`src/rtl/conv_seq_pkg.sv`:
```
package conv_seq_pkg;

    typedef enum logic [1:0] {
        ST_STBY_IDLE = 2'd0,
        ST_STBY_CONV = 2'd1,
        ST_RUN_IDLE  = 2'd2,
        ST_RUN_CONV  = 2'd3
    } seq_state_e;

    typedef struct packed {
        logic adc;
        logic loop;
        logic fan;
    } en_vec_t;

    function automatic logic is_run(input seq_state_e s);
        return (s == ST_RUN_IDLE) || (s == ST_RUN_CONV);
    endfunction

    function automatic en_vec_t en_decode(input seq_state_e s);
        en_vec_t e;
        e.adc  = is_run(s) || (s == ST_STBY_CONV);
        e.loop = is_run(s);
        e.fan  = is_run(s);
        return e;
    endfunction

endpackage

```
`src/rtl/conv_tick_timer.sv`:
```
module conv_tick_timer #(
    parameter int PERIOD = 1000
) (
    input  logic clk,
    input  logic rst,
    input  logic run_active,
    output logic tick
);
    localparam int CW = (PERIOD > 2) ? $clog2(PERIOD) : 1;
    localparam logic [CW-1:0] LAST = CW'(PERIOD - 1);

    logic [CW-1:0] cnt;

    assign tick = run_active && (cnt == LAST);

    always_ff @(posedge clk) begin
        if (rst || !run_active) begin
            cnt <= '0;
        end else if (tick) begin
            cnt <= '0;
        end else begin
            cnt <= cnt + 1'b1;
        end
    end

    // ticks are spaced by PERIOD, never back to back
    p_tick_gap_r3: assert property (@(posedge clk) disable iff (rst)
        tick |=> !tick);

endmodule

```
`src/rtl/conv_mode_fsm.sv`:
```
module conv_mode_fsm
    import conv_seq_pkg::*;
(
    input  logic       clk,
    input  logic       rst,
    input  logic       stby_req,
    input  logic       oneshot,
    input  logic       tick,
    input  logic       conv_done,
    output seq_state_e state,
    output logic       conv_start,
    output logic       conv_abort,
    output logic       commit,
    output logic       run_active
);
    seq_state_e nxt;
    logic       start_n;
    logic       abort_n;

    assign run_active = is_run(state);

    always_comb begin
        nxt     = state;
        start_n = 1'b0;
        abort_n = 1'b0;
        commit  = 1'b0;
        case (state)
            ST_STBY_IDLE: begin
                if (!stby_req) begin
                    nxt = ST_RUN_IDLE;
                end else if (oneshot) begin
                    nxt     = ST_STBY_CONV;
                    start_n = 1'b1;
                end
            end
            ST_STBY_CONV: begin
                if (conv_done) begin
                    commit = 1'b1;
                    nxt    = stby_req ? ST_STBY_IDLE : ST_RUN_IDLE;
                end else if (!stby_req) begin
                    nxt = ST_RUN_CONV;
                end
            end
            ST_RUN_IDLE: begin
                if (stby_req) begin
                    nxt = ST_STBY_IDLE;
                end else if (tick) begin
                    nxt     = ST_RUN_CONV;
                    start_n = 1'b1;
                end
            end
            ST_RUN_CONV: begin
                if (stby_req) begin
                    nxt     = ST_STBY_IDLE;
                    abort_n = 1'b1;
                end else if (conv_done) begin
                    commit = 1'b1;
                    nxt    = ST_RUN_IDLE;
                end
            end
            default: nxt = ST_STBY_IDLE;
        endcase
    end

    always_ff @(posedge clk) begin
        if (rst) begin
            state      <= ST_STBY_IDLE;
            conv_start <= 1'b0;
            conv_abort <= 1'b0;
        end else begin
            state      <= nxt;
            conv_start <= start_n;
            conv_abort <= abort_n;
        end
    end

    // a sampled standby request leaves run mode on the next clock
    p_stby_leaves_run_r2: assert property (@(posedge clk) disable iff (rst)
        stby_req |=> !run_active);

    // outside a timer tick, run idle never launches a conversion
    p_run_oneshot_ignored_r4: assert property (@(posedge clk) disable iff (rst)
        (state == ST_RUN_IDLE && !tick) |=> !conv_start);

    // start is a single-cycle pulse
    p_start_pulse_r5: assert property (@(posedge clk) disable iff (rst)
        conv_start |=> !conv_start);

    // standby during a run conversion produces an abort
    p_abort_on_stby_r7: assert property (@(posedge clk) disable iff (rst)
        (state == ST_RUN_CONV && stby_req) |=> (conv_abort && state == ST_STBY_IDLE));

    // standby beats a coincident done
    p_stby_beats_done_r8: assert property (@(posedge clk) disable iff (rst)
        (state == ST_RUN_CONV && stby_req && conv_done) |=> !is_run(state) && conv_abort);

endmodule

```
`src/rtl/conv_result_reg.sv`:
```
module conv_result_reg #(
    parameter int DW = 12
) (
    input  logic          clk,
    input  logic          rst,
    input  logic          commit,
    input  logic [DW-1:0] data_in,
    output logic [DW-1:0] result_q,
    output logic          result_upd
);
    always_ff @(posedge clk) begin
        if (rst) begin
            result_q   <= '0;
            result_upd <= 1'b0;
        end else begin
            result_upd <= commit;
            if (commit) begin
                result_q <= data_in;
            end
        end
    end

    // without a commit the stored result is held
    p_hold_r9: assert property (@(posedge clk) disable iff (rst)
        !commit |=> $stable(result_q));

    // a commit is reported by the update pulse
    p_upd_follows_r9: assert property (@(posedge clk) disable iff (rst)
        commit |=> result_upd);

endmodule

```
`src/rtl/conv_seq_ctrl.sv`:
```
module conv_seq_ctrl
    import conv_seq_pkg::*;
#(
    parameter int PERIOD   = 1000,
    parameter int DW       = 12,
    parameter int CFG_W    = 8,
    parameter int STBY_BIT = 6
) (
    input  logic             clk,
    input  logic             rst,
    input  logic [CFG_W-1:0] cfg_byte,
    input  logic             oneshot_req,
    input  logic             conv_done,
    input  logic [DW-1:0]    conv_data,
    output logic             conv_start,
    output logic             conv_abort,
    output logic             adc_en,
    output logic             loop_en,
    output logic             fan_en,
    output logic [DW-1:0]    result_q,
    output logic             result_upd
);
    localparam logic [CFG_W-1:0] STBY_MASK = CFG_W'(1) << STBY_BIT;

    logic       stby_req;
    logic       tick;
    logic       commit;
    logic       run_active;
    seq_state_e state;
    en_vec_t    en;

    assign stby_req = |(cfg_byte & STBY_MASK);

    conv_tick_timer #(.PERIOD(PERIOD)) u_timer (
        .clk        (clk),
        .rst        (rst),
        .run_active (run_active),
        .tick       (tick)
    );

    conv_mode_fsm u_fsm (
        .clk        (clk),
        .rst        (rst),
        .stby_req   (stby_req),
        .oneshot    (oneshot_req),
        .tick       (tick),
        .conv_done  (conv_done),
        .state      (state),
        .conv_start (conv_start),
        .conv_abort (conv_abort),
        .commit     (commit),
        .run_active (run_active)
    );

    conv_result_reg #(.DW(DW)) u_result (
        .clk        (clk),
        .rst        (rst),
        .commit     (commit),
        .data_in    (conv_data),
        .result_q   (result_q),
        .result_upd (result_upd)
    );

    assign en      = en_decode(state);
    assign adc_en  = en.adc;
    assign loop_en = en.loop;
    assign fan_en  = en.fan;

    // an abort never coincides with a result write
    p_abort_keeps_result_r7: assert property (@(posedge clk) disable iff (rst)
        conv_abort |-> (!result_upd && $stable(result_q)));

    // standby keeps loop and fan drivers off
    p_stby_disable_r2: assert property (@(posedge clk) disable iff (rst)
        $past(stby_req) |-> (!loop_en && !fan_en));

endmodule

```
`config.mk`:
```
export PLATFORM = sky130hd
export DESIGN_NAME = conv_seq_ctrl
export DESIGN_NICKNAME = d
export VERILOG_FILES = /design/src/rtl/conv_seq_pkg.sv /design/src/rtl/conv_tick_timer.sv /design/src/rtl/conv_mode_fsm.sv /design/src/rtl/conv_result_reg.sv /design/src/rtl/conv_seq_ctrl.sv
export SDC_FILE = /design/constraint.sdc
export NUM_CORES = 1
export LEC_CHECK = 0
export ABC_CLOCK_PERIOD_IN_PS = 3600
export BUFFER_PORTS_ARGS = -buffer_cell sky130_fd_sc_hd__buf_4
export CORE_MARGIN = 10
export CORE_UTILIZATION = 50
export DETAILED_ROUTE_END_ITERATION = 10
export PLACE_DENSITY = 0.84
export SYNTH_ARGS = -nofsm -noshare
export SYNTH_HDL_FRONTEND = slang
export SYNTH_SLANG_ARGS = --single-unit
export TNS_END_PERCENT = 1
```
`constraint.sdc`:
```
create_clock -name clk -period 3.6 [get_ports clk]
set_clock_uncertainty 0.2 [all_clocks]
set_input_delay 0.18 -clock clk [delete_from_list [all_inputs] [get_ports clk]]
set_output_delay 0.18 -clock clk [all_outputs]
set_load 0.1 [all_outputs]
```
Yosys cells after proc, flatten, opt, wreduce, memory -nomap -nowiden:

Index checks and enable logic that the tools add are counted.

* $add $sub $neg: 1
* eq/ne operators: 8
* multiplexer cells: 19
* bitwise logic cells: 1
* reduce and logical (&&, ||, !) cells: 9

Operators with widths (number)
* 2-to-1 mux 2 bit: 9
* != test 3 bit (second input constant): 4
* adder 10 x 1 -> 10 bit (second input constant): 1
* == test 10 bit (second input constant): 1
* one-hot mux 2 bit (4 select lines): 1
* 2-to-1 mux 1 bit: 7
* == test 2 bit (second input constant): 2
* one-hot mux 1 bit (2 select lines): 2
* AND reduction 4 bit: 1
* OR reduction 2 bit: 2
* logical OR 1 bit: 3
* == test 2 x 1 -> 1 bit (second input constant): 1
* zero test 2 bit: 1
* logical AND 1 bit: 1
* zero test 1 bit: 1
* inverter 1 bit: 1

* bits in registers: 27
* bits of input ports: 24
* output and inout port bits: 18
* logic and storage cells: 44

Logic depth before layout (Yosys ltp):

* word-level depth: 6
* depth in mapped cells: 5
* gate-level depth less buffers: 5

Cells and area by module:

From an unflattened synthesis, not the netlist that was laid out.

* cell total of the unflattened synthesis: 110
* area total of the unflattened synthesis: 1122.3 um^2

Modules (own cells, without submodules)
* conv_tick_timer: instances 1, cells each 51, area each 476.7 um^2, seq. area each 200.2 um^2
* conv_result_reg: instances 1, cells each 41, area each 467.9 um^2, seq. area each 260.2 um^2
* conv_mode_fsm: instances 1, cells each 15, area each 160.2 um^2, seq. area each 80.1 um^2
* conv_seq_ctrl: instances 1, cells each 3, area each 17.5 um^2, seq. area each 0.0 um^2

Worst setup path after synthesis:

OpenSTA, ideal clock, no wires.

* path kind: register to output
* start: reg u_fsm.state[1]
* end: out loop_en
* data arrival time: 1705 ps
* required time: 3220 ps
* setup slack: 1515 ps
* cell stages (with the launch flop): 3
* path buffers: 2
* cell sequence: dfxtp_1 -> clkbuf_1 -> buf_4

* longest elaborated chain between the ends: 2
* elaborated cells between the ends (all ways): 3
* those cells by class: eq/ne (2); reduce/logical (1)

RTL lines
* start: declaration: line conv_mode_fsm.sv:10 `output seq_state_e state,`
* start signal: assignment: line conv_mode_fsm.sv:71 `state <= nxt;`
* == test 2 bit
* logical OR 1 bit (*)
* end: declaration: line conv_seq_ctrl.sv:18 `output logic loop_en,`

Mark *: on every way between the ends. The rest lies on a longest branch, timed or not.

Final worst setup path:

* start: in conv_done
* end: reg u_result.result_q[11]

* longest elaborated chain between the ends: 3

RTL lines
* start: declaration: line conv_seq_ctrl.sv:13 `input logic conv_done,`
* 2-to-1 mux 1 bit (*): line conv_mode_fsm.sv:37, conv_mode_fsm.sv:56
* 2-to-1 mux 1 bit: line conv_mode_fsm.sv:53 `if (stby_req) begin`
* one-hot mux 1 bit (2 select lines) (*): line conv_mode_fsm.sv:27 `case (state)`
* end signal: assignment: line conv_result_reg.sv:18 `result_q <= data_in;`
* end: declaration: line conv_result_reg.sv:8 `output logic [DW-1:0] result_q,`

Marks and branches as above.
A chain may end at the register's enable or synchronous reset.

==> impl_metrics.csv <==
group,metric,value,unit
worst_hold_path,hp-class,"register to register",
run_status,outcome,"finished clean",
power_and_ir_drop,vdd_ir_drop_max,302,µV
grt,grt_start_max_net_pins,19,
cells_and_area,stdcell_area,1650,µm²
cells_and_area,drive_gt1_frac,0.216,
logic_synthesis,synthAdderAreaFrac,0.0118,
setup_path,crit_start,"conv_done",
power_and_ir_drop,pwr-share-seq,0.537,
power_and_ir_drop,p_int,0.395,mW
sta,hold_ws,0.299,ns
logic_synthesis,synth_cells,128,
logic_synthesis,yosys.area_share.simple,0.287,
cells_and_area,seqCellArea,541,µm²
floorplanning,die_area,4360,µm²
placement,dp_cells,183,
floorplanning,initial_utilization,0.535,
logic_synthesis,ys_types,25,
sta,tightest_slew,0.969,ns
setup_path,crit_cells,7,
sta,tns,0,ns
cells_and_area,layout_commonest_cell,"buf_4",
logic_synthesis,syn_avg_cell_area,8.29,µm²
logic_synthesis,synth_seq_area_share,0.509,
route,viasPerCell,5.71,
grt,overflow,0,
route,wl_per_cell,18.7,µm
worst_hold_path,hp-start,"u_timer.cnt[0]",
setup_path,critical_path_buf_inv_count,3,
cells_and_area,stdcell_count,217,
setup_path,crit_path_max_incr_delay,0.77,ns
sta,maxSlewViolCount,0,
route,drt-initial-drc-count,74,
clock_tree,cts.sinks,27,
cells_and_area,nNetsFinal,216,
worst_hold_path,whs_path_depth,1,
sta,fmax,383,MHz
cells_and_area,layout_common_cells,"buf_4 (34), nand2_1 (32), dlygate4sd3_1 (30), dfxtp_1 (27), a21oi_1 (17)",
logic_synthesis,synth_mux_area_frac,0,
power_and_ir_drop,power.leakage,0.696,nW
power_and_ir_drop,p_clk_frac,0.227,
power_and_ir_drop,swShare,0.324,
clock_tree,clockBufferDepth,2,
sta,hold_violations,0,
sta,slew_headroom,0.354,
sta,rsz0062_at_grt,"no",
clock_tree,root_buffer,"clkbuf_4",
setup_path,worstPathArrival,2.70,ns
sta,finalCritPeriodShare,0.726,
power_and_ir_drop,p_comb_frac,0.236,
power_and_ir_drop,power,0.583,mW
power_and_ir_drop,power.switching,0.189,mW
power_and_ir_drop,pwr_density_cell,354,nW/µm²
setup_path,reg2regPathDepth,5,
logic_synthesis,yosysWarnings,0,
cells_and_area,area_growth,55.4,%
floorplanning,rows,16,
route,route.detailed.drc,0,
cells_and_area,multi_input_area,480,µm²
clock_tree,ctsHoldBuffers,30,
setup_path,cp-end-kind,"register",
floorplanning,core,1980,µm²
grt,antenna_found_initial,0,
logic_synthesis,netlist_area,1060,µm²
job,drv_cap,0,
logic_synthesis,synth_compound_area_frac,0.113,
logic_synthesis,synth-seq-cells,27,
clock_tree,post_cts_buffers,0,
setup_path,cpMaxStageDelayCell,"a21oi_1",
setup_path,crit_required,3.69,ns
clock_tree,cts_resized,0,
cells_and_area,fillers,101,
route,ant_nets,0,
setup_path,start_kind,"input port",
grt,grt_pass1_wl,6470,µm
floorplanning,die_y,66.1,µm
setup_path,crit_fanout,12,
route,routed_wirelength,4050,µm
placement,globalplace.congestion,0.685,
floorplanning,ios,42,
clock_tree,clkTransAtPathRegs,0.16,ns
setup_path,critPathKind,"input port to register",
placement,io_buffer_count,34,
clock_tree,clock_latency,0.33,ns
grt,grt_pass1_vias,1263,
route,firstDrtPassIters,4,
placement,hpwl,2000,µm
floorplanning,die_w,66.1,µm
setup_path,path_delay_family,"buffers and inverters",
clock_tree,cts_tree,"built",
setup_path,worst_r2r_startpoint,"u_fsm.state[0]",
setup_path,crit_chain,"dlygate4sd3_1 > buf_4 > nand2_1 > a21oi_1 > nand2_1 > a21oi_1 > dlygate4sd3_1",
grt,track_usage,0.190,
sta,finalSetupViolCount,0,
route,route.vias.total,1239,
clock_tree,htree_num_levels,1,
logic_synthesis,synth_top_family_by_area,"simple AND/OR/NAND/NOR gates",
clock_tree,cts_buffers,3,
logic_synthesis,synth_nets,153,
cells_and_area,n_antenna_cell,0,
placement,placed_cell_area,1320,µm²
sta,fin_crit,2.61,ns
logic_synthesis,synth-xor-area-share,0.0413,
synth_stat cells:
master	count	area [µm²]
nand3_1	8	40.0
nand2b_1	1	6.26
clkbuf_1	3	11.3
dfxtp_1	27	541
o211ai_1	1	7.51
nor3_1	1	5.00
buf_2	2	10.0
xnor2_1	3	26.3
and4bb_2	1	12.5
and3_1	3	18.8
xor2_1	2	17.5
inv_1	3	11.3
a31oi_1	2	12.5
nor2b_1	1	6.26
nand4_1	3	18.8
nor3b_1	1	7.51
a2111oi_2	1	15.0
a21oi_1	17	85.1
nand3_2	1	10.0
or3_1	2	12.5
buf_4	1	7.51
nand2_1	32	120
and4_1	1	8.76
nor2_1	10	37.5
ha_1	1	12.5
cells by family (layout without fill, tap and decap cells):
kind of cell / Yosys count / count (layout)
flip-flops: 27 / 27
AND/OR/NAND/NOR: 65 / 65
buffers and inverters: 9 / 71
adder cells (fa/ha/maj): 1 / 1
AO/OA/AOI/OAI: 21 / 21
XOR/XNOR: 5 / 5
final timing paths:
| path | end | slack, ns |
|---|---|---|
| hold reg to reg | u_timer.cnt[0] | 0.30 |
| setup / recovery | u_result.result_q[11] | 0.99 |
| setup reg to reg | u_result.result_q[11] | 1.02 |
| hold / removal | u_timer.cnt[0] | 0.30 |
state kept, by name, summed over array words and instances, names as in the netlist:
name / cells
u_timer.cnt: 10
u_fsm.conv_start: 1
u_result.result_q: 12
u_result.result_upd: 1
u_fsm.state: 2
u_fsm.conv_abort: 1
metal layers:
layer,vias up,track usage,wire length (µm)
met1,600,0.199,1430
met2,70,0.353,2180
met3,16,0.0542,332
met4,0,0.0602,104
met5,-,0,0
li1,553,-,-
worst register-to-register path: stages (launching register included):
cell and delay [ns]:
dfxtp_1 0.45, nand2_1 0.14, a21oi_1 0.77, nand2_1 0.19, a21oi_1 0.23, dlygate4sd3_1 0.57
power groups by stage:
stage	clock network, mW	logic [mW]	registers [mW]
final	0.132	0.137	0.314
after global routing	0.140	0.142	0.315
after CTS	0.129	0.131	0.312
after detailed placement	0	0.109	0.319
after global placement	0	0.108	0.318
after floorplan	0	0.0391	0.358
per-stage QoR:
step	utilization	worst slack [ns]
floorplan	-	1.51
global placement	0.667	1.95
detailed placement	0.667	1.87
CTS	0.832	1.19
global route	0.832	0.940
finish	0.832	0.986
area by class of cell:
cell class,count,share of cell area
Clock inverter,1,0.00303
Inverter,3,0.00683
Tap cell,27,0.0205
Timing Repair Buffer,64,0.337
Clock buffer,3,0.0137
Multi-Input combinational cell,92,0.291
Sequential cell,27,0.328
No activity file was read; power rests on OpenSTA's default activity.
